**src/rtl/dacc_pkg.sv**
```systemverilog
package dacc_pkg;
  typedef enum logic [1:0] {
    MD_KERN = 2'd0,
    MD_EXEC = 2'd1,
    MD_SUPV = 2'd2,
    MD_USER = 2'd3
  } dmode_e;

  typedef enum logic [2:0] {
    FC_NONE  = 3'd0,
    FC_ACV   = 3'd1,
    FC_FLT   = 3'd2,
    FC_MISS  = 3'd3,
    FC_PMISS = 3'd4,
    FC_MCHK  = 3'd5
  } fcode_e;

  localparam int NCAUSE   = 6;
  localparam int CF_WR    = 0;
  localparam int CF_ACV   = 1;
  localparam int CF_FOR   = 2;
  localparam int CF_FOW   = 3;
  localparam int CF_MISS  = 4;
  localparam int CF_BADVA = 5;
endpackage

```
**src/rtl/dacc_mode_sel.sv**
```systemverilog
module dacc_mode_sel
  import dacc_pkg::*;
(
  input  logic       fw_mode,
  input  logic       alt_req,
  input  logic [1:0] cur_mode,
  input  logic [1:0] alt_mode,
  output logic [1:0] eff_mode
);
  always_comb begin
    if (fw_mode) eff_mode = alt_req ? alt_mode : MD_KERN;
    else         eff_mode = cur_mode;
  end
endmodule

```
**src/rtl/dacc_xlate_chk.sv**
```systemverilog
module dacc_xlate_chk
  import dacc_pkg::*;
#(
  parameter int VA_W    = 64,
  parameter int VA_SIG  = 43,
  parameter int PA_IMPL = 44,
  parameter int PG_BITS = 13,
  parameter int PFN_W   = 32,
  parameter int UC_LO   = 39,
  parameter int UC_HI   = 40
) (
  input  logic [VA_W-1:0]   va,
  input  logic              store,
  input  logic              phys,
  input  logic              pte_acc,
  input  logic              sp_en,
  input  logic [1:0]        cur_mode,
  input  logic [1:0]        eff_mode,
  input  logic              hit,
  input  logic [PFN_W-1:0]  pfn,
  input  logic [3:0]        rd_en,
  input  logic [3:0]        wr_en,
  input  logic              f_or,
  input  logic              f_ow,
  output logic [VA_W-1:0]   pa,
  output logic [2:0]        code,
  output logic [NCAUSE-1:0] cause,
  output logic              rec
);
  localparam int PADW = VA_W - PFN_W - PG_BITS;

  logic            va_ok, sp_win;
  logic [VA_W-1:0] sp_pa, hit_pa, cand;
  logic            ok;
  fcode_e          fc;

  assign va_ok  = (va[VA_W-1:VA_SIG-1] == '0) || (va[VA_W-1:VA_SIG-1] == '1);
  assign sp_win = sp_en && (va[VA_SIG-1 -: 2] == 2'b10);
  assign hit_pa = {{PADW{1'b0}}, pfn, va[PG_BITS-1:0]};

  always_comb begin
    sp_pa = va;
    sp_pa[VA_W-1:PA_IMPL] = '0;
    if (sp_pa[UC_LO] || sp_pa[UC_HI]) sp_pa[PA_IMPL-1:UC_HI] = '1;
    else                              sp_pa[PA_IMPL-1:UC_HI] = '0;
  end

  always_comb begin
    fc    = FC_NONE;
    cause = '0;
    cand  = '0;
    ok    = 1'b0;
    pa    = '0;
    if (phys) begin
      cand = va;
      ok   = 1'b1;
    end else if (!va_ok) begin
      fc = FC_FLT;
      cause[CF_WR]    = store;
      cause[CF_ACV]   = 1'b1;
      cause[CF_BADVA] = 1'b1;
    end else if (sp_win) begin
      if (cur_mode != MD_KERN) begin
        fc = FC_ACV;
        cause[CF_WR]  = store;
        cause[CF_ACV] = 1'b1;
      end else begin
        cand = sp_pa;
        ok   = 1'b1;
      end
    end else if (!hit) begin
      fc = pte_acc ? FC_PMISS : FC_MISS;
      cause[CF_WR]   = store;
      cause[CF_MISS] = 1'b1;
    end else if (store) begin
      if (!wr_en[eff_mode]) begin
        fc = FC_FLT;
        cause[CF_WR]  = 1'b1;
        cause[CF_ACV] = 1'b1;
        cause[CF_FOW] = f_ow;
      end else if (f_ow) begin
        fc = FC_FLT;
        cause[CF_WR]  = 1'b1;
        cause[CF_FOW] = 1'b1;
      end else begin
        cand = hit_pa;
        ok   = 1'b1;
      end
    end else begin
      if (!rd_en[eff_mode]) begin
        fc = FC_ACV;
        cause[CF_ACV] = 1'b1;
        cause[CF_FOR] = f_or;
      end else if (f_or) begin
        fc = FC_FLT;
        cause[CF_FOR] = 1'b1;
      end else begin
        cand = hit_pa;
        ok   = 1'b1;
      end
    end
    if (ok) begin
      pa = cand;
      if (|cand[VA_W-1:PA_IMPL]) fc = FC_MCHK;
    end
  end

  assign code = fc;
  assign rec  = (fc != FC_NONE) && (fc != FC_MCHK);
endmodule

```
**src/rtl/dacc_fault_regs.sv**
```systemverilog
module dacc_fault_regs #(
  parameter int VA_W    = 64,
  parameter int VA_SIG  = 43,
  parameter int PG_BITS = 13,
  parameter int ST_W    = 17
) (
  input  logic            clk,
  input  logic            rst,
  input  logic            rec_req,
  input  logic [VA_W-1:0] va,
  input  logic [ST_W-1:0] stat,
  input  logic [VA_W-1:0] base,
  input  logic            va_rd,
  output logic [VA_W-1:0] fault_va,
  output logic [ST_W-1:0] fault_stat,
  output logic [VA_W-1:0] fault_form,
  output logic            locked
);
  localparam int VPN_W = VA_SIG - PG_BITS;

  logic            take;
  logic [VA_W-1:0] form;

  assign take = rec_req && !locked;
  assign form = base | (VA_W'(va[VA_SIG-1:PG_BITS]) << 3);

  always_ff @(posedge clk) begin
    if (rst) begin
      fault_va   <= '0;
      fault_stat <= '0;
      fault_form <= '0;
      locked     <= 1'b0;
    end else if (take) begin
      fault_va   <= va;
      fault_stat <= stat;
      fault_form <= form;
      locked     <= 1'b1;
    end else if (va_rd) begin
      locked     <= 1'b0;
    end
  end
endmodule

```
**src/rtl/dacc_perm_unit.sv**
```systemverilog
module dacc_perm_unit #(
  parameter int VA_W    = 64,
  parameter int VA_SIG  = 43,
  parameter int PA_IMPL = 44,
  parameter int PG_BITS = 13,
  parameter int PFN_W   = 32,
  parameter int UC_LO   = 39,
  parameter int UC_HI   = 40,
  parameter int OPC_W   = 6,
  parameter int REG_W   = 5
) (
  input  logic                                  clk,
  input  logic                                  rst,
  input  logic                                  req_valid,
  input  logic [VA_W-1:0]                       vaddr,
  input  logic                                  is_store,
  input  logic                                  phys_req,
  input  logic                                  alt_req,
  input  logic                                  ptbl_acc,
  input  logic [1:0]                            cur_mode,
  input  logic [1:0]                            alt_mode,
  input  logic                                  fw_mode,
  input  logic                                  sp_en,
  input  logic [OPC_W-1:0]                      opcode,
  input  logic [REG_W-1:0]                      dest_reg,
  input  logic                                  tlb_hit,
  input  logic [PFN_W-1:0]                      tlb_pfn,
  input  logic [3:0]                            tlb_rd_en,
  input  logic [3:0]                            tlb_wr_en,
  input  logic                                  tlb_for,
  input  logic                                  tlb_fow,
  input  logic [VA_W-1:0]                       ptbase,
  input  logic                                  va_rd,
  output logic                                  rsp_valid,
  output logic [VA_W-1:0]                       paddr,
  output logic [2:0]                            fcode,
  output logic [VA_W-1:0]                       fault_va,
  output logic [OPC_W+REG_W+dacc_pkg::NCAUSE-1:0] fault_stat,
  output logic [VA_W-1:0]                       fault_form
);
  localparam int ST_W = OPC_W + REG_W + dacc_pkg::NCAUSE;

  logic [1:0]                  eff_mode;
  logic [VA_W-1:0]             pa_c;
  logic [2:0]                  code_c;
  logic [dacc_pkg::NCAUSE-1:0] cause_c;
  logic                        rec_c;
  logic                        lock_q;

  dacc_mode_sel mode_i (
    .fw_mode (fw_mode),
    .alt_req (alt_req),
    .cur_mode(cur_mode),
    .alt_mode(alt_mode),
    .eff_mode(eff_mode)
  );

  dacc_xlate_chk #(
    .VA_W(VA_W), .VA_SIG(VA_SIG), .PA_IMPL(PA_IMPL), .PG_BITS(PG_BITS),
    .PFN_W(PFN_W), .UC_LO(UC_LO), .UC_HI(UC_HI)
  ) xl_i (
    .va      (vaddr),
    .store   (is_store),
    .phys    (phys_req),
    .pte_acc (ptbl_acc),
    .sp_en   (sp_en),
    .cur_mode(cur_mode),
    .eff_mode(eff_mode),
    .hit     (tlb_hit),
    .pfn     (tlb_pfn),
    .rd_en   (tlb_rd_en),
    .wr_en   (tlb_wr_en),
    .f_or    (tlb_for),
    .f_ow    (tlb_fow),
    .pa      (pa_c),
    .code    (code_c),
    .cause   (cause_c),
    .rec     (rec_c)
  );

  dacc_fault_regs #(
    .VA_W(VA_W), .VA_SIG(VA_SIG), .PG_BITS(PG_BITS), .ST_W(ST_W)
  ) fr_i (
    .clk       (clk),
    .rst       (rst),
    .rec_req   (req_valid && rec_c),
    .va        (vaddr),
    .stat      ({opcode, dest_reg, cause_c}),
    .base      (ptbase),
    .va_rd     (va_rd),
    .fault_va  (fault_va),
    .fault_stat(fault_stat),
    .fault_form(fault_form),
    .locked    (lock_q)
  );

  always_ff @(posedge clk) begin
    if (rst) begin
      rsp_valid <= 1'b0;
      paddr     <= '0;
      fcode     <= '0;
    end else begin
      rsp_valid <= req_valid;
      paddr     <= req_valid ? pa_c : '0;
      fcode     <= req_valid ? code_c : '0;
    end
  end
endmodule

```
**config.mk**
```make
export PLATFORM = sky130hd
export DESIGN_NAME = dacc_perm_unit
export DESIGN_NICKNAME = d
export VERILOG_FILES = /design/src/rtl/dacc_pkg.sv /design/src/rtl/dacc_mode_sel.sv /design/src/rtl/dacc_xlate_chk.sv /design/src/rtl/dacc_fault_regs.sv /design/src/rtl/dacc_perm_unit.sv
export SDC_FILE = /design/constraint.sdc
export NUM_CORES = 1
export LEC_CHECK = 0
export BUFFER_PORTS_ARGS = -buffer_cell sky130_fd_sc_hd__buf_2
export CAP_MARGIN = 20
export CORE_AREA = 2 2 159 161
export CTS_CLUSTER_SIZE = 40
export DETAILED_ROUTE_END_ITERATION = 6
export DIE_AREA = 0 0 161 163
export GPL_TIMING_DRIVEN = 0
export SLEW_MARGIN = 20
export SYNTH_ARGS = -nofsm -noshare
export SYNTH_HDL_FRONTEND = slang
export SYNTH_SLANG_ARGS = --single-unit
```
**constraint.sdc**
```tcl
create_clock -name clk -period 3.4 [get_ports clk]
set_input_delay 1.02 -clock clk [delete_from_list [all_inputs] [get_ports clk]]
set_output_delay 1.02 -clock clk [all_outputs]
set_load 0.1 [all_outputs]
```
==> metrics <==
combinational power share 21.6%; Worst Hold Class reg -> reg; met1 Use GR 25.2%; fin crit period 2910 ps; crit path kind in -> reg; CTS tree yes; max-slew violation count 0; cts hold-fix bufs 0; fillers 2602; post-synthesis mux area share 0.147%; largest family of logic cells by synthesized area simple AND/OR/NAND/NOR gates; GPL Wtd Cong 0.833; synthesized area per cell 8.58 sq um; Relative slew margins 54.0%; Worst Slack Setup Final 489 ps; die area 0.0262 sq mm; I/O pin total 409; largest area contributor in the netlist dfxtp_1; hold path depth 2; clock root cell clkbuf_16; most frequent cells after synthesis nand2_1, dfxtp_1, a21oi_1; pre-CTS setup slack -97.8 ps; Sw Share 33.5%; CP max FO 10; Crit Reg-Reg Endpoint fr_i.fault_form[36]; RSZ-0062 raised after global routing false; wire per inst 16.9 um; overall power 6580 uW; TritonCTS sink count 214; main flop type after synthesis dfxtp_1; 1st-iter DRT viols 495; Max Fclk 0.343 GHz; sequential cell area fraction in the yosys report 55.8%; GRT met3 Usage 4.86%; CTS clk-pin slew, worst paths 60 ps; GRT Residual Overflow 0; layout cells sized above 1 35.9%; placed cell area 0.0101 sq mm; VDD IR max 0.355 mV; CTS Buffer Depth 3; Die W 161 um; core area 0.0247 sq mm; Slew @ Worst Pin 690 ps; sw power 2210 uW; synth unique cells 42; number of synthesized flops with an enable pin 0; largest cells by area after synthesis dfxtp_1, nand2_1, a21oi_1; Reg2Reg Depth 7; fin util 44.1%; register area 0.00428 sq mm; Pleak 0.00512 uW; cts repair resizes 0; count leader, synth nand2_1; top-area cell type share of the netlist area 55.8%; initial core utilization 31.1%; global-route wire length before repair 42200 um; pin count of the biggest net entering global routing 13; critical path required time 3830 ps; Synth Area in XOR/XNOR 0%; vias 7959; WHS 450 ps; Hold Violations, Final 0; total wire length 28300 um; Flop pwr share 40.5%; Max-Cap Viols 0; total global routing track utilization 20.4%; Mapped Area 0.00767 sq mm; Max stage delay on crit path 500 ps; Rows 58; status complete, no violations; H-tree levels 1; CP Cell Sequence buf_2, nand4_1, or4_1, nor3_2, o21bai_1, nor3_4, buf_6, a22oi_1, nor2_1; compound-gate portion of the synthesized area 13.6%; adder-cell share of the synthesized area 0%; reg2reg setup slack 1620 ps; Final Setup Violations 0; 1st-pass router iterations 5; post-DP HPWL 21900 um; asr flop ratio synth 0%; vias in the first global route 7633; worst path arrival time 3350 ps; Clock Skew 5.93 ps; Multi-input gate area 0.00296 sq mm; Synth Area in Simple Gates 24.8%; final clock period utilization by the worst path 85.6%; DRC Markers 0; Cells after Synth 894; Final ANT Viol Nets 0; Skew-Pair Late Insertion Delay 510 ps; Clk pwr share 37.9%; Vert. Die Dim 163 um; CP endpoint kind flip-flop; Worst setup SP type input pin; initial antenna violation count 0; Cell Int Power 4380 uW; # Post-CTS Setup Buffers 0; Worst Hold Launch fr_i.fault_form[2]; worst r2r src fr_i.locked; power density cells 605 mW/mm^2; Vias/cell 4.75; Design Area, Final 0.0109 sq mm; Hold Path End fr_i.fault_form[2]; Ys Warns 0; Nets 1524; Slowest-stage cell, CP or4_1; port buffer count 408; flops & latches, synth 214; CTS buffer count 24; Area Overhead vs Synth 41.8%; met2 Use GR 35.7%; gr busiest metal met2; Mapped Nets 1090
## routing by layer
metal | share of wire, % | vias to the layer above | wire, um
met5 | 0 | - | 0
met4 | 2.1 | 0 | 583
met3 | 7.8 | 40 | 2210
met2 | 48 | 316 | 13700
met1 | 42 | 3718 | 11800
li1 | - | 3885 | -
## state kept, by name, indices dropped and copies added (netlist names)
signal,flops
fr_i.fault_form,64
fr_i.fault_stat,17
fcode,3
paddr,64
rsp_valid,1
fr_i.fault_va,64
fr_i.locked,1
## cells in the final DEF, fill, tap and decap left out, drive strengths merged, types with 5 or more instances in the layout
master and count:
buf 443, nand2 230, dfxtp 214, a21oi 120, nor2 72, clkbuf 68, nor3 65, a22oi 27
and3 20, and2 15, o21ai 8, nand3 7, nand4 6, a32oi 6, nor4 6, nand2b 5
## worst max-delay path: cells and delay by family
| kind | cells | cell delay, ps |
|---|---|---|
| compound gates | 2 | 370 |
| simple gates | 5 | 1530 |
| buf+inv | 2 | 430 |
## through the flow
stage	TNS [ps]	std cells
6_report	0	1674
5_1_grt	0	1673
4_1_cts	0	1673
3_5_place_dp	-676	1632
3_3_place_gp	-407	1632
2_1_floorplan	0	894
## layout make-up
cell class / instances / area share, %
sequential: 214 / 39.4
multi-input combinational: 614 / 27.2
timing repair buffer: 408 / 18.8
clock buffer: 40 / 6.82
buffer: 63 / 3.84
tap: 330 / 3.79
inverter: 3 / 0.103
clock inverter: 1 / 0.0805
antenna: 1 / 0.0230
## power groups by stage
stage	Clock (uW)	Sequential, uW	Combinational, uW
finish	2490	2670	1420
global route	2640	2680	1490
detailed placement	0	2720	1430
floorplan	0	3510	276
CTS	2550	2670	1430
global placement	0	2720	1420
## kinds of logic after synthesis
| group | Yosys count |
|---|---|
| simple gates | 435 |
| flops | 214 |
| compound gates | 178 |
| buf+inv | 66 |
| mux | 1 |
## worst max path at each step
| stage | start | to | slack (ps) | cells past startpoint |
|---|---|---|---|---|
| 2_1_floorplan | vaddr[57] | fr_i.fault_form[0] | 590 | 10 |
| 3_3_place_gp | vaddr[42] | paddr[34] | -100 | 9 |
| 3_5_place_dp | vaddr[42] | paddr[34] | -100 | 9 |
| 4_1_cts | vaddr[42] | paddr[34] | 420 | 9 |
| 5_1_grt | vaddr[50] | paddr[34] | 200 | 9 |
| 6_report | vaddr[42] | paddr[34] | 490 | 9 |
Power figures use the tool's default switching activity.
